## src/rtl/tsync_pkg.sv

```systemverilog
package tsync_pkg;

    localparam int MARK_W  = 16;
    localparam int TIME_W  = 36;
    localparam int SUM_W   = 8;
    localparam int DIGITS  = TIME_W / 4;
    localparam int FRAME_W = MARK_W + TIME_W + SUM_W;

    localparam logic [MARK_W-1:0] MARKER = 16'hF35A;

    typedef logic [TIME_W-1:0] coarse_t;

    typedef enum logic {
        TX_IDLE,
        TX_SEND
    } tx_state_e;

    typedef enum logic [1:0] {
        RX_HUNT,
        RX_TIME,
        RX_SUM,
        RX_ARM
    } rx_state_e;

    // Inverted 8-bit sum of all BCD digits
    function automatic logic [SUM_W-1:0] frame_check(coarse_t t);
        logic [SUM_W-1:0] acc;
        acc = '0;
        for (int i = 0; i < DIGITS; i++) begin
            acc = acc + {4'b0000, t[4*i +: 4]};
        end
        return ~acc;
    endfunction

    function automatic logic digits_ok(coarse_t t);
        logic ok;
        ok = 1'b1;
        for (int i = 0; i < DIGITS; i++) begin
            if (t[4*i +: 4] > 4'd9) ok = 1'b0;
        end
        return ok;
    endfunction

endpackage

```

## src/rtl/tsync_master.sv

```systemverilog
module tsync_master
    import tsync_pkg::*;
#(
    parameter int HALF_DIV     = 5,
    parameter int BITS_PER_SEC = 10_000_000
) (
    input  logic    clk,
    input  logic    rst_n,
    input  coarse_t time_i,
    output logic    line_clk_o,
    output logic    line_dat_o,
    output logic    boundary_o
);

    localparam int HC_W       = (HALF_DIV > 1) ? $clog2(HALF_DIV) : 1;
    localparam int SLOT_W     = $clog2(BITS_PER_SEC);
    localparam int FIRST_SLOT = BITS_PER_SEC - FRAME_W;
    localparam int CNT_W      = $clog2(FRAME_W + 1);

    localparam logic [HC_W-1:0]   HC_LAST   = HC_W'(HALF_DIV - 1);
    localparam logic [SLOT_W-1:0] SLOT_LAST = SLOT_W'(BITS_PER_SEC - 1);
    localparam logic [SLOT_W-1:0] SLOT_LOAD = SLOT_W'(FIRST_SLOT - 1);
    localparam logic [CNT_W-1:0]  CNT_DONE  = CNT_W'(FRAME_W);

    logic [HC_W-1:0]    hc_q;
    logic               clk_q;
    logic [SLOT_W-1:0]  slot_q;
    logic [SLOT_W-1:0]  slot_next;
    logic               bnd_q;
    logic               half_end;
    logic               rise_now;
    tx_state_e          state_q, state_d;
    logic [FRAME_W-1:0] frame_q;
    logic [CNT_W-1:0]   cnt_q;
    logic               dat_q;

    assign half_end  = (hc_q == HC_LAST);
    assign rise_now  = half_end && !clk_q;
    assign slot_next = (slot_q == SLOT_LAST) ? '0 : slot_q + 1'b1;

    // Sync clock divider and slot position
    always_ff @(posedge clk) begin
        if (!rst_n) begin
            hc_q   <= '0;
            clk_q  <= 1'b0;
            slot_q <= SLOT_LAST;
            bnd_q  <= 1'b0;
        end else begin
            hc_q  <= half_end ? '0 : hc_q + 1'b1;
            bnd_q <= rise_now && (slot_next == '0);
            if (half_end) clk_q <= !clk_q;
            if (rise_now) slot_q <= slot_next;
        end
    end

    // Next state
    always_comb begin
        state_d = state_q;
        unique case (state_q)
            TX_IDLE: if (rise_now && slot_next == SLOT_LOAD) state_d = TX_SEND;
            TX_SEND: if (rise_now && cnt_q == CNT_DONE)      state_d = TX_IDLE;
        endcase
    end

    // State register
    always_ff @(posedge clk) begin
        if (!rst_n) state_q <= TX_IDLE;
        else        state_q <= state_d;
    end

    // Outputs: frame load and serial shift on rising edges
    always_ff @(posedge clk) begin
        if (!rst_n) begin
            frame_q <= '0;
            cnt_q   <= '0;
            dat_q   <= 1'b0;
        end else if (rise_now) begin
            unique case (state_q)
                TX_IDLE: begin
                    dat_q <= 1'b0;
                    if (slot_next == SLOT_LOAD) begin
                        frame_q <= {MARKER, time_i, frame_check(time_i)};
                        cnt_q   <= '0;
                    end
                end
                TX_SEND: begin
                    if (cnt_q == CNT_DONE) begin
                        dat_q <= 1'b0;
                    end else begin
                        dat_q   <= frame_q[FRAME_W-1];
                        frame_q <= {frame_q[FRAME_W-2:0], 1'b0};
                        cnt_q   <= cnt_q + 1'b1;
                    end
                end
            endcase
        end
    end

    assign line_clk_o = clk_q;
    assign line_dat_o = dat_q;
    assign boundary_o = bnd_q;

    // data never moves except with a rising sync clock
    assert_dat_on_rise_R2: assert property (@(posedge clk) disable iff (!rst_n)
        !$stable(line_dat_o) |-> $rose(line_clk_o));

    // line is idle low outside a frame
    assert_idle_low_R2: assert property (@(posedge clk) disable iff (!rst_n)
        (state_q == TX_IDLE) |-> !line_dat_o);

    // second marker coincides with a rising sync clock
    assert_boundary_rise_R1: assert property (@(posedge clk) disable iff (!rst_n)
        boundary_o |-> $rose(line_clk_o));

endmodule

```

## src/rtl/tsync_edge_sync.sv

```systemverilog
module tsync_edge_sync (
    input  logic clk,
    input  logic rst_n,
    input  logic clk_i,
    input  logic dat_i,
    output logic rise_o,
    output logic fall_o,
    output logic bit_o
);

    logic [2:0] c_q;
    logic [1:0] d_q;

    always_ff @(posedge clk) begin
        if (!rst_n) begin
            c_q <= '0;
            d_q <= '0;
        end else begin
            c_q <= {c_q[1:0], clk_i};
            d_q <= {d_q[0], dat_i};
        end
    end

    assign rise_o = c_q[1] && !c_q[2];
    assign fall_o = !c_q[1] && c_q[2];
    assign bit_o  = d_q[1];

endmodule

```

## src/rtl/tsync_slave.sv

```systemverilog
module tsync_slave
    import tsync_pkg::*;
#(
    parameter int BITS_PER_SEC = 10_000_000,
    parameter int LOST_SECONDS = 2
) (
    input  logic    clk,
    input  logic    rst_n,
    input  logic    line_clk_i,
    input  logic    line_dat_i,
    output coarse_t time_o,
    output logic    load_o,
    output logic    sync_o,
    output logic    lost_o
);

    localparam int SLOT_W    = $clog2(BITS_PER_SEC);
    localparam int TMR_LIMIT = LOST_SECONDS * BITS_PER_SEC;
    localparam int TMR_W     = $clog2(TMR_LIMIT + 1);
    localparam int CNT_W     = $clog2(TIME_W);

    localparam logic [SLOT_W-1:0] SLOT_LAST = SLOT_W'(BITS_PER_SEC - 1);
    localparam logic [TMR_W-1:0]  TMR_MAX   = TMR_W'(TMR_LIMIT);
    localparam logic [TMR_W-1:0]  TMR_PRE   = TMR_W'(TMR_LIMIT - 1);
    localparam logic [CNT_W-1:0]  TIME_LAST = CNT_W'(TIME_W - 1);
    localparam logic [CNT_W-1:0]  SUM_LAST  = CNT_W'(SUM_W - 1);

    logic              rise, fall, bit_s;
    rx_state_e         state_q, state_d;
    logic [MARK_W-1:0] hunt_q, hunt_next;
    coarse_t           word_q, time_q;
    logic [SUM_W-1:0]  sum_q, sum_next;
    logic [CNT_W-1:0]  bit_cnt_q;
    logic              frame_good;
    logic              load_now;
    logic              load_q, sync_q, lost_q;
    logic [SLOT_W-1:0] edge_cnt_q;
    logic [TMR_W-1:0]  tmr_q;

    tsync_edge_sync u_edge (
        .clk    (clk),
        .rst_n  (rst_n),
        .clk_i  (line_clk_i),
        .dat_i  (line_dat_i),
        .rise_o (rise),
        .fall_o (fall),
        .bit_o  (bit_s)
    );

    assign hunt_next  = {hunt_q[MARK_W-2:0], bit_s};
    assign sum_next   = {sum_q[SUM_W-2:0], bit_s};
    assign frame_good = (sum_next == frame_check(word_q)) && digits_ok(word_q);
    assign load_now   = (state_q == RX_ARM) && rise;

    // Next state
    always_comb begin
        state_d = state_q;
        unique case (state_q)
            RX_HUNT: if (fall && hunt_next == MARKER)     state_d = RX_TIME;
            RX_TIME: if (fall && bit_cnt_q == TIME_LAST)  state_d = RX_SUM;
            RX_SUM:  if (fall && bit_cnt_q == SUM_LAST)
                         state_d = frame_good ? RX_ARM : RX_HUNT;
            RX_ARM:  if (rise)                            state_d = RX_HUNT;
        endcase
    end

    // State register
    always_ff @(posedge clk) begin
        if (!rst_n) state_q <= RX_HUNT;
        else        state_q <= state_d;
    end

    // Outputs: shifting on falling edges, apply on rising edge
    always_ff @(posedge clk) begin
        if (!rst_n) begin
            hunt_q    <= '0;
            word_q    <= '0;
            sum_q     <= '0;
            bit_cnt_q <= '0;
            time_q    <= '0;
            load_q    <= 1'b0;
        end else begin
            load_q <= 1'b0;
            unique case (state_q)
                RX_HUNT: if (fall) begin
                    hunt_q    <= (state_d == RX_TIME) ? '0 : hunt_next;
                    bit_cnt_q <= '0;
                end
                RX_TIME: if (fall) begin
                    word_q    <= {word_q[TIME_W-2:0], bit_s};
                    bit_cnt_q <= (bit_cnt_q == TIME_LAST) ? '0 : bit_cnt_q + 1'b1;
                end
                RX_SUM: if (fall) begin
                    sum_q     <= sum_next;
                    bit_cnt_q <= bit_cnt_q + 1'b1;
                end
                RX_ARM: if (rise) begin
                    time_q <= word_q;
                    load_q <= 1'b1;
                end
            endcase
        end
    end

    // Free-running second counter and loss watchdog, both on rising edges
    always_ff @(posedge clk) begin
        if (!rst_n) begin
            edge_cnt_q <= '0;
            sync_q     <= 1'b0;
            tmr_q      <= '0;
            lost_q     <= 1'b0;
        end else begin
            sync_q <= 1'b0;
            if (rise) begin
                if (load_now || edge_cnt_q == SLOT_LAST) begin
                    edge_cnt_q <= '0;
                    sync_q     <= 1'b1;
                end else begin
                    edge_cnt_q <= edge_cnt_q + 1'b1;
                end
                if (load_now) begin
                    tmr_q  <= '0;
                    lost_q <= 1'b0;
                end else if (tmr_q != TMR_MAX) begin
                    tmr_q <= tmr_q + 1'b1;
                    if (tmr_q == TMR_PRE) lost_q <= 1'b1;
                end
            end
        end
    end

    assign time_o = time_q;
    assign load_o = load_q;
    assign sync_o = sync_q;
    assign lost_o = lost_q;

    // a load follows a detected rising edge of the line clock
    assert_load_after_rise_R5: assert property (@(posedge clk) disable iff (!rst_n)
        load_o |-> $past(rise));

    // received time is held between loads
    assert_time_held_R6: assert property (@(posedge clk) disable iff (!rst_n)
        !load_o |-> $stable(time_o));

    // accepted word has only decimal digits
    assert_bcd_accepted_R7: assert property (@(posedge clk) disable iff (!rst_n)
        load_o |-> digits_ok(time_o));

    // every load realigns the second pulse
    assert_sync_on_load_R8: assert property (@(posedge clk) disable iff (!rst_n)
        load_o |-> sync_o);

    // loss flag is low right after a load
    assert_lost_cleared_R9: assert property (@(posedge clk) disable iff (!rst_n)
        load_o |=> !lost_o);

endmodule

```

## src/rtl/tsync_link.sv

```systemverilog
module tsync_link
    import tsync_pkg::*;
#(
    parameter int HALF_DIV     = 5,
    parameter int BITS_PER_SEC = 10_000_000
) (
    input  logic        clk,
    input  logic        rst_n,
    input  logic [35:0] tx_time_i,
    output logic        tx_clk_o,
    output logic        tx_dat_o,
    output logic        tx_second_o,
    input  logic        rx_clk_i,
    input  logic        rx_dat_i,
    output logic [35:0] rx_time_o,
    output logic        rx_load_o,
    output logic        rx_sync_o,
    output logic        rx_lost_o
);

    tsync_master #(
        .HALF_DIV     (HALF_DIV),
        .BITS_PER_SEC (BITS_PER_SEC)
    ) u_master (
        .clk        (clk),
        .rst_n      (rst_n),
        .time_i     (tx_time_i),
        .line_clk_o (tx_clk_o),
        .line_dat_o (tx_dat_o),
        .boundary_o (tx_second_o)
    );

    tsync_slave #(
        .BITS_PER_SEC (BITS_PER_SEC),
        .LOST_SECONDS (2)
    ) u_slave (
        .clk        (clk),
        .rst_n      (rst_n),
        .line_clk_i (rx_clk_i),
        .line_dat_i (rx_dat_i),
        .time_o     (rx_time_o),
        .load_o     (rx_load_o),
        .sync_o     (rx_sync_o),
        .lost_o     (rx_lost_o)
    );

endmodule

```

## config.mk

```make
export PLATFORM = sky130hd
export DESIGN_NAME = tsync_link
export DESIGN_NICKNAME = d
export VERILOG_FILES = /design/src/rtl/tsync_pkg.sv /design/src/rtl/tsync_master.sv /design/src/rtl/tsync_edge_sync.sv /design/src/rtl/tsync_slave.sv /design/src/rtl/tsync_link.sv
export SDC_FILE = /design/constraint.sdc
export NUM_CORES = 1
export LEC_CHECK = 0
export CAP_MARGIN = 10
export CORE_ASPECT_RATIO = 1.5
export CORE_MARGIN = 5
export CORE_UTILIZATION = 67
export CTS_BUF_LIST = sky130_fd_sc_hd__clkbuf_2 sky130_fd_sc_hd__clkbuf_4 sky130_fd_sc_hd__clkbuf_8
export DETAILED_ROUTE_END_ITERATION = 6
export GPL_TIMING_DRIVEN = 0
export PLACE_DENSITY = 0.95
export SKIP_LAST_GASP = 1
export SLEW_MARGIN = 15
export SYNTH_ARGS = -nofsm -noshare
export SYNTH_HDL_FRONTEND = slang
export SYNTH_SLANG_ARGS = --single-unit
```

## constraint.sdc

```tcl
create_clock -name clk -period 14.5 [get_ports clk]
set_input_delay 2.175 -clock clk [delete_from_list [all_inputs] [get_ports clk]]
set_output_delay 2.175 -clock clk [all_outputs]
set_load 0.005 [all_outputs]
```

==> results.toml, run 1 <==
[status]
outcome = "completed"

[placed_design]
dp_worst_setup_slack_ps = 7400
place_area_um2 = 14500
dp_hpwl_um = 24200
io_buffers = 80
finalWeightedCongestion = 0.948

[grt]
track_usage = 0.292
antenna_found_initial = 0
grt_pass1_vias = 12200
grt_pass1_wl_um = 56600
grt-ovfl-total = 0
grt_max_degree = 11

[die]
core.rowCount = 63
core-area_um2 = 19700
start_util = 0.677
die_h_um = 183
dieArea_um2 = 22900
ios = 82
die_x_um = 125

[synth]
ys_ff_latch = 256
synth_area_um2 = 13300
ys_warn_count = 0
synth_nets = 1656
postSynth.asyncResetShare = 0
yosys_most_used_dff = "dfxtp_1"
synthDistinctLibCells = 68
synth_enable_flop_cells = 0
syn_avg_cell_area_um2 = 8.73
postSynthCellCount = 1528
ys_seq_area_frac = 0.384

[worst_setup_path]
max_stage_delay_ps = 550
r2r_end = "u_slave.hunt_q[14]"
r2r_start = "u_slave.word_q[1]"
crit_slowest_cell = "fa_1"
cp_common_cell = "fa_1"
critPathMaxFanout = 3
crit_path_start_kind = "primary input"
reg2reg_slack_ps = 8260
crit_path_cell_trace = "clkdlybuf4s50_1, ha_1, a21o_1, a21oi_1, xor2_1, fa_1, inv_1, fa_1, fa_1, fa_1, fa_1, a21o_1, a21oi_1, xnor2_1, o21ai_0, nand3_1, o21ai_0"
path_buf_inv = 2
worstSetupStartpoint = "tx_time_i[1]"
crit_type = "in -> reg"
cp_top_family = "adder cells"
worstPathArrival_ps = 7030
critical_path_required_ps = 14910
r2r_cells = 20
cp-end-kind = "flop"

[timing]
worst_slack_ps = 7890
setup_viol = 0
slew_viol_final = 0
period_minus_slack_ps = 6610
fmax_mhz = 151
min_period_over_period = 0.456
fin_setup_tns_ps = 0
rsz0062_at_grt = "false"
maxSlewHeadroom = 0.423
worst_pin_slew_ps = 865
hold_viol_final = 0
holdWs_ps = 441
fin_skew_ps = 28.2

[clocking]
postCtsSetupBuffers = 0
ctsRootBufferMaster = "clkbuf_8"
clock-sinks = 256
cts_tree = "done"
clockBufferDepth = 3
htree_levels = 2
clkTransAtPathRegs_ps = 70
numCtsBuffers = 38
cts_repair_resize_count = 0
hold_buffers = 0
insertion_delay_ps = 540

[run]
maxCapViolCount = 0

[final_layout]
drive_above_1_share = 0.0605
syn_to_final_growth_pct = 14.1
fin_util = 0.773
antenna_cells = 0
postLayoutCellArea_um2 = 15200
fin_nets = 1776

[power]
power.internal_uw = 1140
p_comb_frac = 0.163
leakagePower_uw = 0.00607
switching_share = 0.267
p_seq_frac = 0.455
peakVddDrop_v = 0.000111
power_density_nw_per_um2 = 102
p_sw_uw = 416
clockPowerShare = 0.382

[hold_path]
holdCritPathClass = "reg -> reg"
min-delay-start = "u_slave.u_edge.d_q[0]"
hold_end = "u_slave.u_edge.d_q[1]"
hold-path-cell-count = 1

[drt]
first_pass_iters = 5
drt_iter0_drc = 709
vias = 11700
routedWlPerCell_um = 17.4
drc_errors = 0
postRouteAntennaNets = 0
viasPerCell = 6.04
routed_wl_um = 33600
cells by family (layout without fill, tap and decap cells):
family,count (synthesis),after routing,synth area share
and+or+nand+nor,597,597,0.218
AOI/OAI and AO/OA,300,300,0.162
DFF,256,256,0.384
buffers and inverters,183,325,0.0546
adders and majority gates,88,88,0.110
xor gates and xnor gates,80,80,0.0531
muxes,24,24,0.0180
stage by stage:
| step | cells | total power [uW] |
|---|---|---|
| CTS | 1930 | 1560 |
| global route | 1930 | 1620 |
| global placement | 1868 | 950 |
| floorplan | 1528 | 902 |
| finish | 1930 | 1560 |
| detailed placement | 1868 | 973 |
state kept, by name (all words and copies together), names as in the netlist, 2 cells and up:
signal,count
u_slave.sum_q,7
u_slave.u_edge.d_q,2
u_master.frame_q,60
u_slave.word_q,36
u_master.hc_q,3
u_slave.time_o,36
u_slave.tmr_q,25
u_master.slot_q,24
u_slave.hunt_q,15
u_slave.u_edge.c_q,3
u_slave.edge_cnt_q,24
u_slave.bit_cnt_q,6
u_master.cnt_q,6
u_slave.state_q,2
routing by layer:
metal | wire, um | track usage | vias up
met4 | 1890 | 0.173 | 0
met1 | 11900 | 0.291 | 5589
met5 | 0 | 0 | -
li1 | - | - | 5460
met2 | 18100 | 0.565 | 453
met3 | 1730 | 0.0469 | 148
power groups by stage:
stage	clock network, uW	logic (uW)	registers [uW]
after floorplan	0	177	725
after detailed placement	0	248	725
final	596	254	710
after global routing	635	278	710
after global placement	0	225	725
after CTS	603	249	710
placed cells by master (no fill, tap or decap), drive strengths merged, types with 7 or more instances in the layout:
cell type      synthesis  layout
nand2                271     271
dfxtp                256     256
clkbuf                70     128
inv                   93      94
a21boi                92      92
nor2                  83      83
clkdlybuf4s50          0      80
o21ai                 61      61
fa                    48      48
xor2                  48      48
nand3                 47      47
o211a                 41      41
ha                    40      40
nand4                 34      34
xnor2                 32      32
nor3                  30      30
a21oi                 26      26
o211ai                24      24
mux2i                 24      24
and2                  24      24
buf                   20      20
and3                  18      18
a22o                  16      16
nor2b                 14      14
nand3b                13      13
nor4                  13      13
nor4b                 11      11
or3                    9       9
a21o                   7       7
and4                   7       7
final cells by class:
type | count | area, um^2
Multi-Input combinational cell | 1089 | 7500
Tap cell | 260 | 325
Clock buffer | 58 | 704
Clock inverter | 4 | 48.8
Sequential cell | 256 | 5120
Inverter | 93 | 349
Buffer | 90 | 379
Timing Repair Buffer | 80 | 801
Fill cell | 1251 | 4480
how the worst max path moves through the flow:
stage                           to  cells past startpoint  slack [ps]
6_report       u_master.frame_q[6]                     17        7890
5_1_grt        u_master.frame_q[7]                     17        7720
4_1_cts        u_master.frame_q[6]                     17        7960
3_5_place_dp   u_master.frame_q[6]                     17        7400
3_3_place_gp   u_master.frame_q[6]                     17        7510
2_1_floorplan  u_master.frame_q[6]                     16        8160
worst register-to-register path, stage by stage (launching register included):
cell and delay, ps:
dfxtp_1 500, inv_1 120, fa_1 470, xor2_1 210, fa_1 470, fa_1 520
fa_1 550, inv_1 60, fa_1 540, ha_1 190, inv_1 60, fa_1 510
xnor2_1 120, nand4_1 130, nor3_1 230, nand4_1 170, o41ai_1 280, o211a_1 200
a22o_1 250, clkbuf_1 370, a22o_1 210
cells in the mapped netlist, types with 4 or more instances:
| library cell | number | area, um^2 |
|---|---|---|
| mux2i_1 | 24 | 240 |
| xor2_1 | 47 | 412 |
| o21ai_0 | 59 | 295 |
| or3_1 | 8 | 50.1 |
| o211a_1 | 41 | 410 |
| nor3_1 | 28 | 140 |
| nor4_1 | 11 | 68.8 |
| buf_4 | 5 | 37.5 |
| or4_1 | 4 | 30.0 |
| nor2b_1 | 14 | 87.6 |
| nand2_1 | 271 | 1020 |
| and4_1 | 7 | 61.3 |
| and2_1 | 23 | 144 |
| a21oi_1 | 26 | 130 |
| a22o_1 | 16 | 140 |
| nor4b_1 | 10 | 87.6 |
| nor2_1 | 83 | 312 |
| buf_2 | 11 | 55.1 |
| clkbuf_1 | 69 | 259 |
| a21o_1 | 7 | 52.6 |
| ha_1 | 40 | 500 |
| inv_1 | 92 | 345 |
| fa_1 | 48 | 961 |
| a31oi_1 | 5 | 31.3 |
| xnor2_1 | 32 | 280 |
| nand3b_1 | 13 | 97.6 |
| and3_1 | 18 | 113 |
| o31ai_1 | 5 | 37.5 |
| nand2b_1 | 6 | 37.5 |
| a21boi_0 | 92 | 691 |
| nand3_1 | 46 | 230 |
| nand4_1 | 31 | 194 |
| o211ai_1 | 24 | 180 |
| dfxtp_1 | 256 | 5120 |
| nor3b_1 | 4 | 30.0 |
No activity file was read; power rests on OpenSTA's default activity.
==> run 2: changes to the inputs <==
CORE_UTILIZATION = 56   (was 67)
PLACE_DENSITY = 0.9   (was 0.95)
clock period = 5.9 ns   (was 14.5 ns; I/O delays follow)
==> results.toml, run 2 (synthesis results as in run 1) <==
[timing]
worst_pin_slew_ps = 855
min_period_over_period = 0.966
fin_skew_ps = 26.2
setup_viol = 0
slew_viol_final = 0
maxSlewHeadroom = 0.430
period_minus_slack_ps = 5700
hold_viol_final = 0
fin_setup_tns_ps = 0
fmax_mhz = 175

[final_layout]
num-fill-cells = 1829
fin_nets = 1786
antenna_cells = 0
regMostFlops = "u_master.frame_q"
largest_reg_flops = 60
final_common_cell = "nand2_1"
drive_above_1_share = 0.0765
syn_to_final_growth_pct = 16.0
final_cell_mix = "271 x nand2_1, 252 x dfxtp_1, 92 x inv_1, 92 x a21boi_0, 83 x nor2_1"

[worst_setup_path]
worstPathArrival_ps = 6150
reg2reg_slack_ps = 200
cp-end-kind = "flop"
crit_path_start_kind = "flop"
worstSetupStartpoint = "u_slave.word_q[0]"
crit_type = "reg -> reg"
crit_end = "u_slave.hunt_q[10]"
r2r_start = "u_slave.word_q[0]"
r2r_cells = 21
r2r_end = "u_slave.hunt_q[10]"
critPathMaxFanout = 10
critical_path_required_ps = 6350

[clocking]
clockBufferDepth = 3
insertion_delay_ps = 560
numCtsBuffers = 39
cts_tree = "done"
clock-sinks = 256
clkTransAtPathRegs_ps = 60
ctsRootBufferMaster = "clkbuf_8"
htree_levels = 2

[power]
power.internal_uw = 2810
clockPowerShare = 0.390
peakVddDrop_v = 0.000250
switching_share = 0.272
total_power_uw = 3870
leakagePower_uw = 0.00614
power_density_nw_per_um2 = 250
p_seq_frac = 0.451
p_comb_frac = 0.160
p_sw_uw = 1050

[die]
core-area_um2 = 23600
start_util = 0.566
die_h_um = 199
ios = 82
dieArea_um2 = 27100
die_x_um = 136
core.rowCount = 69

[drt]
drc_errors = 0
vias = 11500
routed_wl_um = 32500
drt_iter0_drc = 615
first_pass_iters = 5
postRouteAntennaNets = 0
viasPerCell = 5.74
routedWlPerCell_um = 16.2

[status]
outcome = "completed"

[placed_design]
finalWeightedCongestion = 0.931
dp_hpwl_um = 23800
io_buffers = 80

[grt]
track_usage = 0.245
grt_max_degree = 11
grt-ovfl-total = 0
grt_pass1_wl_um = 55200
antenna_found_initial = 0
grt_pass1_vias = 12100

[run]
maxCapViolCount = 0

[hold_path]
holdCritPathClass = "reg -> reg"
hold-path-cell-count = 1
run 2: changes by cell type in the layout (fill, tap and decap cells not counted), moves of 3 or more:
cell	delta
clkinvlp_4	+3
clkinv_2	+5
clkbuf_4	-4
dfxtp_1	-4
buf_4	+9
clkbuf_8	+6
run 2: final cells by class:
class                           count  area (um^2)  share of cell area
Sequential cell                   256         5130               0.332
Tap cell                          319          399              0.0258
Clock inverter                     10         57.6             0.00372
Clock buffer                       59          743              0.0480
Buffer                             90          389              0.0251
Inverter                           93          349              0.0225
Multi-Input combinational cell   1089         7540               0.487
Timing Repair Buffer               89          868              0.0561
run 2: power by group through the flow:
stage	logic, uW	clock network, uW	registers, uW
after floorplan	435	0	1780
after global placement	558	0	1780
after detailed placement	603	0	1780
after CTS	616	1530	1740
after global routing	688	1610	1740
final	617	1510	1740
run 2: routing by layer:
| layer | global-route usage | wire (um) |
|---|---|---|
| met5 | 0 | 0 |
| met4 | 0.133 | 1770 |
| met3 | 0.0431 | 1680 |
| met2 | 0.466 | 17300 |
| met1 | 0.250 | 11800 |
run 2: repair_timing:
action / in CTS / in global routing
endpoints found under the setup margin: 15 / 16
pin swaps: 7 / 11
resized for setup: 12 / 6
buffers inserted: 5 / 4
endpoints found under the hold margin: 0 / 0
hold buffers: 0 / 0
run 2: worst min path at each step:
| stage | start | to | slack [ps] |
|---|---|---|---|
| floorplan | u_slave.u_edge.c_q[0] | u_slave.u_edge.c_q[1] | 410 |
| global placement | u_slave.u_edge.c_q[0] | u_slave.u_edge.c_q[1] | 420 |
| detailed placement | u_slave.u_edge.d_q[0] | u_slave.u_edge.d_q[1] | 420 |
| CTS | u_slave.u_edge.d_q[0] | u_slave.u_edge.d_q[1] | 450 |
| global route | u_slave.u_edge.d_q[0] | u_slave.u_edge.d_q[1] | 460 |
| finish | u_slave.u_edge.d_q[0] | u_slave.u_edge.d_q[1] | 430 |
run 2: worst max-delay path: stages, from the launching register on:
cell and delay (ps):
dfxtp_4 380, ha_4 140, inv_1 50, fa_2 380, xor2_2 190, fa_1 460
fa_1 490, fa_1 510, inv_1 50, fa_1 490, ha_2 180, inv_1 60
fa_1 530, xnor2_1 130, nand4_1 140, nor3_2 170, nand4_1 160, o31ai_1 260
nand2_1 140, a22o_4 290, clkbuf_8 160, a22o_1 230
run 2: per-stage QoR:
step,util,setup WS [ps],cell area (um^2),hold slack (ps),std cells
detailed placement,0.617,-229,14500,423,1927
CTS,0.655,4.85,15400,446,2001
global placement,0.617,-66.8,14500,417,1927
finish,0.657,198,15500,432,2005
floorplan,-,441,13300,412,1528
global route,0.657,-2.00,15500,464,2005
==> run 3: changes to the inputs <==
ABC_AREA = 1   (was unset)
==> results.toml, run 3 <==
[worst_setup_path]
r2r_end = "u_slave.hunt_q[1]"
critical_path_required_ps = 6330
worstPathArrival_ps = 6020
reg2reg_slack_ps = 310
crit_type = "reg -> reg"
crit_path_start_kind = "flop"
critPathMaxFanout = 7
cp-end-kind = "flop"
r2r_cells = 27
r2r_start = "u_slave.word_q[0]"

[drt]
drc_errors = 0
vias = 12600
viasPerCell = 5.42
routed_wl_um = 35300
first_pass_iters = 7
drt_iter0_drc = 809
postRouteAntennaNets = 0
routedWlPerCell_um = 15.1

[clocking]
hold_buffers = 0
ctsRootBufferMaster = "clkbuf_8"
cts_tree = "done"
numCtsBuffers = 40
clockBufferDepth = 3
insertion_delay_ps = 570
clock-sinks = 256
clkTransAtPathRegs_ps = 60
htree_levels = 2

[timing]
fmax_mhz = 179
fin_skew_ps = 23.7
hold_viol_final = 0
worst_pin_slew_ps = 791
slew_viol_final = 0
min_period_over_period = 0.948
setup_viol = 0
period_minus_slack_ps = 5590
maxSlewHeadroom = 0.471
fin_setup_tns_ps = 0

[synth]
yosysTopAreaCell = "dfxtp_1"
ys_ff_latch = 256
yosys-top-cells-count = "430 x nand2_1, 256 x dfxtp_1, 254 x inv_1"
synthMostInstantiatedCell = "nand2_1"
synth_area_um2 = 13500
yosys-top-cells-area = "dfxtp_1 38%, nand2_1 12%, fa_1 7.1%, inv_1 7.1%, a21oi_1 5.9%"
postSynthCellCount = 1861
postSynth.asyncResetShare = 0
ys_seq_area_frac = 0.379
synth_largest_type_area_fraction = 0.379
synth_enable_flop_cells = 0
yosys_most_used_dff = "dfxtp_1"
syn_avg_cell_area_um2 = 7.26
ys_warn_count = 0
synth_nets = 1989
synthDistinctLibCells = 46

[final_layout]
drive_above_1_share = 0.0597
largest_reg_flops = 60
num-fill-cells = 1926
antenna_cells = 0
regMostFlops = "u_master.frame_q"
final_cell_mix = "429 x nand2_1, 256 x dfxtp_1, 254 x inv_1"
syn_to_final_growth_pct = 15.5
fin_nets = 2112
final_common_cell = "nand2_1"
postLayoutCellArea_um2 = 15600
seq_area_um2 = 5120
multi_input_area_um2 = 7120

[grt]
antenna_found_initial = 0
grt_max_degree = 16
grt-ovfl-total = 0
grt_pass1_wl_um = 58600
track_usage = 0.257
grt_pass1_vias = 12800

[die]
core-area_um2 = 23700
die_x_um = 137
die_h_um = 200
dieArea_um2 = 27400
core.rowCount = 69
start_util = 0.569
ios = 82

[power]
peakVddDrop_v = 0.000238
power_density_nw_per_um2 = 282
leakagePower_uw = 0.00617

[placed_design]
finalWeightedCongestion = 0.995
dp_hpwl_um = 26200
io_buffers = 80
place_area_um2 = 14700

[run]
maxCapViolCount = 0

[hold_path]
min-delay-start = "u_slave.u_edge.c_q[0]"
hold_end = "u_slave.u_edge.c_q[1]"
holdCritPathClass = "reg -> reg"
hold-path-cell-count = 2

[status]
outcome = "completed"
## run 3: cell types whose count changed after synthesis, sizes merged, moves of 21 or more
cell / before / now
o21ai: 61 / 135
nand2: 271 / 435
nand3: 47 / 117
xor2: 48 / 26
nor2: 83 / 168
and2: 24 / 1
o211ai: 24 / 0
mux2i: 24 / 3
a21oi: 26 / 169
a21boi: 92 / 0
o211a: 41 / 1
inv: 93 / 261
## run 3: worst max path at each step
stage	from	endpoint	slack (ps)	depth (start not counted)
2_1_floorplan	u_slave.word_q[0]	u_slave.hunt_q[10]	690	29
3_3_place_gp	u_slave.word_q[0]	u_slave.hunt_q[7]	190	29
3_5_place_dp	u_slave.word_q[0]	u_slave.hunt_q[9]	30	29
4_1_cts	u_slave.word_q[0]	u_slave.hunt_q[9]	80	27
5_1_grt	u_slave.word_q[0]	u_slave.hunt_q[6]	-30	27
6_report	u_slave.word_q[0]	u_slave.hunt_q[1]	310	27
## run 3: logic make-up (layout without fill, tap and decap cells)
family	Yosys count	in the layout	synth area share
buffers and inverters	331	479	0.0963
DFF	256	256	0.379
AOI/OAI and AO/OA	342	342	0.136
and+or+nand+nor	799	800	0.250
adders and majority gates	88	88	0.108
xor gates and xnor gates	42	42	0.0278
muxes	3	3	0.00222
## run 3: per-layer routing
layer  track usage  vias to the layer above  wire [um]
li1              -                     6222          -
met1         0.282                     5832      13400
met2         0.461                      449      18100
met3        0.0427                      130       1880
met4         0.141                        0       1900
met5             0                        -          0
## run 3: layout make-up
class,instances,area share
clock buffers,62,0.0507
plain buffers,69,0.0204
well taps,319,0.0256
clock inverters,6,0.00433
multi-input cells,1275,0.456
flip-flops and latches,256,0.328
inverters,261,0.0628
repair buffers,81,0.0518
## run 3: where the power goes
| group | switching (uW) | internal (uW) | leakage [uW] |
|---|---|---|---|
| Clock | 707 | 898 | 0.000453 |
| Sequential | 24.5 | 1750 | 0.00206 |
| Combinational | 627 | 388 | 0.00365 |
| Total | 1360 | 3040 | 0.00617 |
## run 3: metrics by stage
stage	std cells	total power, uW	worst slack [ps]	hold slack [ps]	util
final	2329	4400	307	413	0.657
after global routing	2329	4620	-29.9	434	0.657
after CTS	2327	4350	77.9	414	0.656
after detailed placement	2260	2770	29.3	403	0.620
after global placement	2260	2720	192	398	0.620
after floorplan	1861	2530	688	390	-
## run 3: repair_timing
item / 4_1_cts / 5_1_grt
endpoints found under the setup margin: 10 / 15
pin swaps: 0 / 3
resized for setup: 0 / 5
buffers inserted: 0 / 1
cloned: 0 / 1
## run 3: critical path, stage by stage, from the launching register on
cell and delay, ps:
dfxtp_1 360, ha_1 180, inv_1 60, fa_1 430
xor2_2 180, fa_1 500, fa_1 450, fa_1 550
inv_1 60, fa_1 550, ha_1 170, inv_1 60
fa_1 520, inv_1 50, nand2_1 50, nand2_1 50
nor2_1 100, nand2_1 60, nor2_1 100, nand2_1 70
nor2_1 80, nand2_1 90, nand2_1 100, nand2_1 110
a21oi_4 240, nand2_2 150, nand2_1 90, a21oi_1 60
